[src/rtl/flag_policy_pkg.sv]
package flag_policy_pkg;

  typedef enum logic {
    POL_SET_ONLY = 1'b0,
    POL_RW       = 1'b1
  } wr_policy_e;

  // Per-bit next state: software set beats any clear.
  function automatic logic flag_next(input logic q, input logic sw_set,
                                     input logic sw_clr, input logic hw_clr);
    logic n;
    if (sw_set)               n = 1'b1;
    else if (sw_clr || hw_clr) n = 1'b0;
    else                      n = q;
    return n;
  endfunction

endpackage

[src/rtl/flag_policy_reg.sv]
module flag_policy_reg
  import flag_policy_pkg::*;
(
  input  logic       clk,
  input  logic       rst_n,
  input  logic       mode_we,
  input  logic       mode_sel,
  output wr_policy_e policy
);

  wr_policy_e policy_q;

  always_ff @(posedge clk) begin
    if (!rst_n)       policy_q <= POL_SET_ONLY;
    else if (mode_we) policy_q <= wr_policy_e'(mode_sel);
  end

  assign policy = policy_q;

  p_mode_load_r8: assert property (@(posedge clk) disable iff (!rst_n)
    mode_we |=> (policy == wr_policy_e'($past(mode_sel))));

  p_mode_hold_r8: assert property (@(posedge clk) disable iff (!rst_n)
    !mode_we |=> $stable(policy));

endmodule

[src/rtl/flag_write_decode.sv]
module flag_write_decode
  import flag_policy_pkg::*;
#(
  parameter int N = 16
) (
  input  logic         wr_en,
  input  logic [N-1:0] wr_data,
  input  wr_policy_e   policy,
  output logic [N-1:0] sw_set,
  output logic [N-1:0] sw_clr
);

  logic rw_mode;
  assign rw_mode = (policy == POL_RW);

  // Ones always set; zeros clear only under the read/write policy.
  assign sw_set = {N{wr_en}} & wr_data;
  assign sw_clr = {N{wr_en & rw_mode}} & ~wr_data;

endmodule

[src/rtl/flag_bit_bank.sv]
module flag_bit_bank
  import flag_policy_pkg::*;
#(
  parameter int N = 16
) (
  input  logic         clk,
  input  logic         rst_n,
  input  logic [N-1:0] sw_set,
  input  logic [N-1:0] sw_clr,
  input  logic [N-1:0] hw_clr,
  output logic [N-1:0] flags
);

  for (genvar i = 0; i < N; i++) begin : g_bit
    logic bit_q;
    always_ff @(posedge clk) begin
      if (!rst_n) bit_q <= 1'b0;
      else        bit_q <= flag_next(bit_q, sw_set[i], sw_clr[i], hw_clr[i]);
    end
    assign flags[i] = bit_q;
  end

  p_set_lands_r3: assert property (@(posedge clk) disable iff (!rst_n)
    (sw_set != '0) |=> ((flags & $past(sw_set)) == $past(sw_set)));

  p_clr_lands_r6: assert property (@(posedge clk) disable iff (!rst_n)
    ((hw_clr | sw_clr) != '0) |=>
      ((flags & $past((hw_clr | sw_clr) & ~sw_set)) == '0));

  p_untouched_hold_r4: assert property (@(posedge clk) disable iff (!rst_n)
    1'b1 |=> (((flags ^ $past(flags)) &
                ~$past(sw_set | sw_clr | hw_clr)) == '0));

endmodule

[src/rtl/flag_policy_bank.sv]
module flag_policy_bank
  import flag_policy_pkg::*;
#(
  parameter int N = 16
) (
  input  logic         clk,
  input  logic         rst_n,
  input  logic         wr_en,
  input  logic [N-1:0] wr_data,
  input  logic [N-1:0] hw_clr,
  input  logic         mode_we,
  input  logic         mode_sel,
  output logic [N-1:0] flags,
  output logic         mode_rw
);

  wr_policy_e   policy;
  logic [N-1:0] sw_set;
  logic [N-1:0] sw_clr;

  flag_policy_reg u_policy (
    .clk      (clk),
    .rst_n    (rst_n),
    .mode_we  (mode_we),
    .mode_sel (mode_sel),
    .policy   (policy)
  );

  flag_write_decode #(.N(N)) u_decode (
    .wr_en   (wr_en),
    .wr_data (wr_data),
    .policy  (policy),
    .sw_set  (sw_set),
    .sw_clr  (sw_clr)
  );

  flag_bit_bank #(.N(N)) u_bank (
    .clk    (clk),
    .rst_n  (rst_n),
    .sw_set (sw_set),
    .sw_clr (sw_clr),
    .hw_clr (hw_clr),
    .flags  (flags)
  );

  assign mode_rw = (policy == POL_RW);

  p_rw_replace_r5: assert property (@(posedge clk) disable iff (!rst_n)
    (wr_en && mode_rw) |=> (flags == $past(wr_data)));

  p_set_wins_r7: assert property (@(posedge clk) disable iff (!rst_n)
    wr_en |=> ((flags & $past(wr_data & hw_clr)) == $past(wr_data & hw_clr)));

  p_idle_stable_r9: assert property (@(posedge clk) disable iff (!rst_n)
    (!wr_en && (hw_clr == '0)) |=> $stable(flags));

  p_first_cycle_r1: assert property (@(posedge clk)
    !rst_n |=> (flags == '0 && !mode_rw));

endmodule

[config.mk]
export PLATFORM = sky130hd
export DESIGN_NAME = flag_policy_bank
export DESIGN_NICKNAME = d
export VERILOG_FILES = /design/src/rtl/flag_policy_pkg.sv /design/src/rtl/flag_policy_reg.sv /design/src/rtl/flag_write_decode.sv /design/src/rtl/flag_bit_bank.sv /design/src/rtl/flag_policy_bank.sv
export SDC_FILE = /design/constraint.sdc
export NUM_CORES = 1
export LEC_CHECK = 0
export ABC_AREA = 1
export BUFFER_PORTS_ARGS = -buffer_cell sky130_fd_sc_hd__buf_2
export CORE_MARGIN = 2
export CORE_UTILIZATION = 44
export CTS_BUF_LIST = sky130_fd_sc_hd__clkbuf_4
export CTS_CLUSTER_DIAMETER = 40
export DETAILED_ROUTE_END_ITERATION = 6
export PLACE_DENSITY = 0.81
export SLEW_MARGIN = 20
export SYNTH_ARGS = -nofsm -noshare
export SYNTH_HDL_FRONTEND = slang
export SYNTH_SLANG_ARGS = --single-unit
[constraint.sdc]
create_clock -name clk -period 1.4 [get_ports clk]
set_clock_uncertainty 0.15 [all_clocks]
set_input_delay 0 -clock clk [delete_from_list [all_inputs] [get_ports clk]]
set_output_delay 0 -clock clk [all_outputs]
set_load 0.03 [all_outputs]
==> metrics.yaml, run 1 <==
outcome: "complete, but fails checks"
violations: "negative setup slack"
synth_top_family_by_area: "buffers and inverters"
initial_core_util: 0.464
hp-start: "wr_en"
syn_avg_cell_area_um2: 8.58
slew_headroom: 0.750
endpoint_kind: "register"
cp.required_ns: 1.48
power_mw: 1.12
regArea_um2: 340
yosys.area.top_type: "dfxtp_1"
hold_viol: 0
nNetsFinal: 226
synth-seq-cells: 17
place.gp.congestion: 0.624
synth_mux_area_frac: 0
hold_end: "u_bank.g_bit[9].bit_q"
portBuffers: 53
syn-cell-area_um2: 910
async_reset_ff_frac: 0
ys.flop_type: "dfxtp_1"
synth_common_cells: "inv_1, buf_4, dfxtp_1, nand2_1"
rsz0062_at_grt: "no"
antenna_cells: 0
worst_slew_pin_slew_ns: 0.375
yosys_warnings: 0
fp.dieW_um: 49.5
cts_max_level: 1
routed-via-count: 943
place_area_mm2: 0.00105
setup_ws_ns: -0.00523
synth_cell_types: 13
antenna_found_initial: 0
ioPinCount: 54
drive_gt1_frac: 0.420
vdd_drop_max_uv: 596
drc_errors: 0
fmax_mhz: 712
core-area_mm2: 0.00196
cp_top_family: "buffers and inverters"
postSynthCellCount: 106
hold_class: "input port to register"
power_leakage_nw: 0.740
finalNonFillerCells: 215
cp.buffers_inverters: 3
yosys.area_share.simple: 0.231
grt_pass1_wl_mm: 4.50
vias_per_cell: 4.39
maxCapViolations: 0
nFillCells: 153
hold_ws_ns: 0.0177
grt_use_total: 0.241
start_kind: "input port"
slew_violations: 0
setup_violations: 1
grt_pass1_vias: 1006
grt_max_degree: 18
clk_latency_ns: 0.28
synthAdderAreaFrac: 0
multi_input_area_um2: 338
wl_per_cell_um: 12.5
slowest_stage: "dlygate4sd3_1"
synth_edf_count: 0
cts.path.max_buffers: 2
numCtsBuffers: 3
finish.instance_area_mm2: 0.00152
period_minus_slack_ns: 1.41
arrival_ns: 1.48
finalSetupTns_ns: -0.00523
syn_to_final_growth_pct: 67.4
dieArea_mm2: 0.00245
whs_path_depth: 3
cts_tree: "built"
drt_pre_antenna_iters: 3
ys_seq_area_frac: 0.374
power.density_mw_per_mm2: 738
synth_compound_area_frac: 0.140
critical_path.cell_chain: "dlygate4sd3_1 > buf_2 > nand2_1 > dlygate4sd3_1 > a21oi_2"
synth_top_area_frac: 0.374
cts_resized: 0
max_stage_delay_ns: 0.61
clock_sinks: 17
cp_common_cell: "dlygate4sd3_1"
totalWireLength_mm: 2.69
root_buffer: "clkbuf_4"
drt_iter0_markers: 13
ff2ff_path_depth: 3
crit_type: "input port to register"
rows: 16
ant_nets: 0
finalCritPeriodShare: 1.00
synthTopCellsByArea: "dfxtp_1, buf_4, nand3_2, a21oi_2, inv_1"
r2r_end: "u_bank.g_bit[4].bit_q"
place_hpwl_mm: 1.38
synth_xor_area_frac: 0
synth_nets: 143
r2r_slack_ns: 0.34
dp_cells: 167
crit_fanout: 1
die_y_um: 49.5
cp.depth: 5
grt-ovfl-total: 0
clk_pin_slew_ns: 0.10
yosysMostFrequentCell: "inv_1"
r2r-start: "u_policy.policy"
[state kept, by name, indices dropped and copies added, names as in the netlist]
signal              cells
u_bank.g_bit.bit_q     16
u_policy.policy         1
[placed cells by master, fill, tap and decap left out]
master,count
dfxtp_1,17
a21oi_1,7
nand3_2,10
buf_4,1
inv_1,18
a21oi_2,10
nand2_1,16
nand3_1,6
buf_2,53
dlygate4sd3_1,44
clkbuf_4,4
o21ai_0,1
nand2_8,1
[kinds of logic after synthesis]
group                  count (synthesis)
and+or+nand+nor                       33
buffers and inverters                 38
AOI/OAI and AO/OA                     18
DFF                                   17
[worst max path at each step]
| stage | from | end | slack (ns) |
|---|---|---|---|
| 2_1_floorplan | u_policy.policy | u_bank.g_bit[0].bit_q | 0.17 |
| 3_3_place_gp | u_policy.policy | u_bank.g_bit[11].bit_q | 0.41 |
| 3_5_place_dp | u_policy.policy | u_bank.g_bit[4].bit_q | 0.36 |
| 4_1_cts | wr_data[12] | u_bank.g_bit[12].bit_q | 0.11 |
| 5_1_grt | wr_data[7] | u_bank.g_bit[7].bit_q | 0.02 |
| 6_report | wr_data[7] | u_bank.g_bit[7].bit_q | -0.005 |
[power breakdown]
| group | switching, mW | internal, mW |
|---|---|---|
| logic | 0.155 | 0.165 |
| registers | 0.0182 | 0.510 |
| clock network | 0.146 | 0.130 |
[repair_timing]
action | 4_1_cts | 5_1_grt
endpoints found under the hold margin | 17 | 0
hold buffers | 44 | 0
endpoints found under the setup margin | 0 | 0
setup buffers | 0 | 0
[routing by layer]
metal  share of wire  wire length, um  vias to the layer above  GRT usage
li1                -                -                      481          -
met1            0.38             1020                      418      0.230
met2            0.54             1450                       42      0.498
met3           0.078              209                        2     0.0636
met4          0.0045               12                        0     0.0556
met5               0                0                        -          0
[worst register-to-register path: cells and delay by family (launching register included)]
kind / cells / cell delay (ns)
AO/OA/AOI/OAI: 1 / 0.06
flip-flops: 1 / 0.46
AND/OR/NAND/NOR: 2 / 0.28
[through the flow]
stage	worst slack, ns	utilization
2_1_floorplan	0.175	-
3_3_place_gp	0.408	0.536
3_5_place_dp	0.359	0.536
4_1_cts	0.111	0.776
5_1_grt	0.0186	0.776
6_report	-0.00523	0.776
[layout make-up]
type                            instances  area share
Clock buffer                            4      0.0197
Inverter                               18      0.0444
Multi-Input combinational cell         51       0.222
Sequential cell                        17       0.224
Tap cell                               27      0.0222
Timing Repair Buffer                   98       0.468
(Power assumes the default switching activity.)
==> run 2: changes to the inputs <==
--- a/config.mk
+++ b/config.mk
@@ -6,12 +6,14 @@
 export NUM_CORES = 1
 export LEC_CHECK = 0
 export ABC_AREA = 1
+export ABC_CLOCK_PERIOD_IN_PS = 1400
 export BUFFER_PORTS_ARGS = -buffer_cell sky130_fd_sc_hd__buf_2
 export CORE_MARGIN = 2
 export CORE_UTILIZATION = 44
 export CTS_BUF_LIST = sky130_fd_sc_hd__clkbuf_4
-export CTS_CLUSTER_DIAMETER = 40
+export CTS_CLUSTER_DIAMETER = 100
 export DETAILED_ROUTE_END_ITERATION = 6
+export HOLD_SLACK_MARGIN = 0.15
 export PLACE_DENSITY = 0.81
 export SLEW_MARGIN = 20
 export SYNTH_ARGS = -nofsm -noshare
==> metrics.yaml, run 2 (synthesized netlist as in run 1, its figures left out) <==
outcome: "finished, final reports clean"
ant_nets: 0  # unchanged
clk_pin_slew_ns: 0.10  # about the same
cp_top_family: "buffers and inverters"
endpoint_kind: "register"
drt_pre_antenna_iters: 4  # +1
clock_power_share: 0.240  # -0.005
routed-via-count: 992  # +5.2%
p_comb_frac: 0.296  # +0.011
hp-start: "wr_en"
initial_core_util: 0.464  # unchanged
hold_class: "input port to register"
cts_hold_buf: 51  # +16%
r2r_end: "u_bank.g_bit[4].bit_q"
portBuffers: 53  # unchanged
nNetsFinal: 233  # +3.1%
grt_max_degree: 18  # unchanged
syn_to_final_growth_pct: 75.1
worstSetupEndpoint: "u_bank.g_bit[7].bit_q"
max_stage_delay_ns: 0.60  # about the same
power_leakage_nw: 0.760  # +2.6%
grt_pass1_vias: 1039  # +3.3%
seqPwrFrac: 0.464  # -0.006
cp-startpoint: "wr_data[7]"
drc_errors: 0  # unchanged
totalWireLength_mm: 2.85  # +5.9%
antenna_found_initial: 0  # unchanged
power_switching_mw: 0.322  # +0.75%
die_y_um: 49.5  # unchanged
finalSetupTns_ns: 0  # +0.00523 ns
ff2ff_path_depth: 3  # unchanged
rsz0062_at_grt: "no"
drt_iter0_markers: 15  # +2
crit_type: "input port to register"
drive_gt1_frac: 0.405  # -0.0151
setup_ws_ns: 0.00874  # +0.0140 ns
largest_register: "u_bank.g_bit.bit_q"
largest_reg_flops: 16  # unchanged
r2r_slack_ns: 0.33  # about the same
cts_tree: "built"
cts_setup_buffers: 0  # unchanged
place.gp.congestion: 0.624  # unchanged
crit_fanout: 1  # unchanged
cts.path.max_buffers: 2  # unchanged
antenna_cells: 0  # unchanged
critical_path.cell_chain: "dlygate4sd3_1 > buf_2 > nand2_1 > dlygate4sd3_1 > a21oi_2"
whs_path_depth: 4  # +1
core-area_mm2: 0.00196  # unchanged
maxCapViolations: 0  # unchanged
grt_use_total: 0.250  # +0.00896
power_mw: 1.14  # +1.4%
mostFrequentLayoutCells: "buf_2, dlygate4sd3_1, inv_1, dfxtp_1, nand2_1"
start_kind: "input port"
cts_resized: 0  # unchanged
worst_slew_pin_slew_ns: 0.392  # +0.0173 ns
cp.buffers_inverters: 3  # unchanged
root_buffer: "clkbuf_4"
dieArea_mm2: 0.00245  # unchanged
cp.depth: 5  # unchanged
arrival_ns: 1.46  # -0.02 ns
finalCritPeriodShare: 0.994  # -0.00998
power.density_mw_per_mm2: 715  # -3.1%
slew_headroom: 0.738  # -0.0115
p_int_mw: 0.817  # +1.6%
clk_latency_ns: 0.28  # about the same
grt_pass1_wl_mm: 4.67  # +3.8%
period_minus_slack_ns: 1.39  # -0.0140 ns
slew_violations: 0  # unchanged
place_ws_ns: 0.359  # unchanged
hold_viol: 0  # unchanged
cts_max_level: 1  # unchanged
clock_sinks: 17  # unchanged
numCtsBuffers: 3  # unchanged
setup_violations: 0  # -1
cp.required_ns: 1.47  # about the same
r2r-start: "u_policy.policy"
fp.dieW_um: 49.5  # unchanged
vdd_drop_max_uv: 581  # -2.4%
final_common_cell: "buf_2"
fmax_mhz: 719  # +1.0%
netSwitchingFraction: 0.283  # -0.00171
vias_per_cell: 4.47  # +1.9%
slowest_stage: "dlygate4sd3_1"
place_hpwl_mm: 1.38  # unchanged
ioPinCount: 54  # unchanged
cp_common_cell: "dlygate4sd3_1"
wl_per_cell_um: 12.8  # +2.6%
rows: 16  # unchanged
grt-ovfl-total: 0  # unchanged
-- run 2: cell types whose count changed in the layout (fill, tap and decap cells not counted) --
cell | previous run | this run
dlygate4sd3_1 | 44 | 51
-- run 2: worst min-delay path by stage --
stage / endpoint / slack [ns]
floorplan: u_policy.policy / -0.06
global placement: u_policy.policy / 0.04
detailed placement: u_policy.policy / 0.04
CTS: u_bank.g_bit[13].bit_q / 0.20
global route: u_bank.g_bit[1].bit_q / 0.24
finish: u_bank.g_bit[14].bit_q / 0.23
-- run 2: layout make-up --
class                      count  area, um2
clock buffer                   4       30.0
inverter                      18       67.6
multi-input combinational     51        338
sequential                    17        340
tap                           27       33.8
timing repair buffer         105        783
fill                         142        369
-- run 2: power groups by stage --
stage / Clock, mW / Combinational, mW / Sequential [mW]
3_5_place_dp: 0 / 0.218 / 0.539
3_3_place_gp: 0 / 0.213 / 0.538
6_report: 0.273 / 0.338 / 0.529
4_1_cts: 0.285 / 0.325 / 0.528
2_1_floorplan: 0 / 0.171 / 0.540
5_1_grt: 0.309 / 0.361 / 0.532
-- run 2: metal layers --
metal | part of all wire | routed length (um) | up-vias | track usage
li1 | - | - | 498 | -
met1 | 0.39 | 1110 | 445 | 0.245
met2 | 0.53 | 1520 | 47 | 0.514
met3 | 0.074 | 211 | 2 | 0.0606
met4 | 0.0042 | 12 | 0 | 0.0556
met5 | 0 | 0 | - | 0
-- run 2: metrics by stage --
| stage | cell area, um2 | instances | utilization | hold WS [ns] |
|---|---|---|---|---|
| floorplan | 910 | 106 | - | -0.0565 |
| global placement | 1050 | 167 | 0.536 | 0.0409 |
| detailed placement | 1050 | 167 | 0.536 | 0.0432 |
| CTS | 1590 | 222 | 0.812 | 0.201 |
| global route | 1590 | 222 | 0.812 | 0.235 |
| finish | 1590 | 222 | 0.812 | 0.232 |
-- run 2: worst register-to-register path: stages (launching register included) --
cell and delay (ns):
dfxtp_1 0.46, nand2_8 0.16, nand3_1 0.12, a21oi_1 0.06
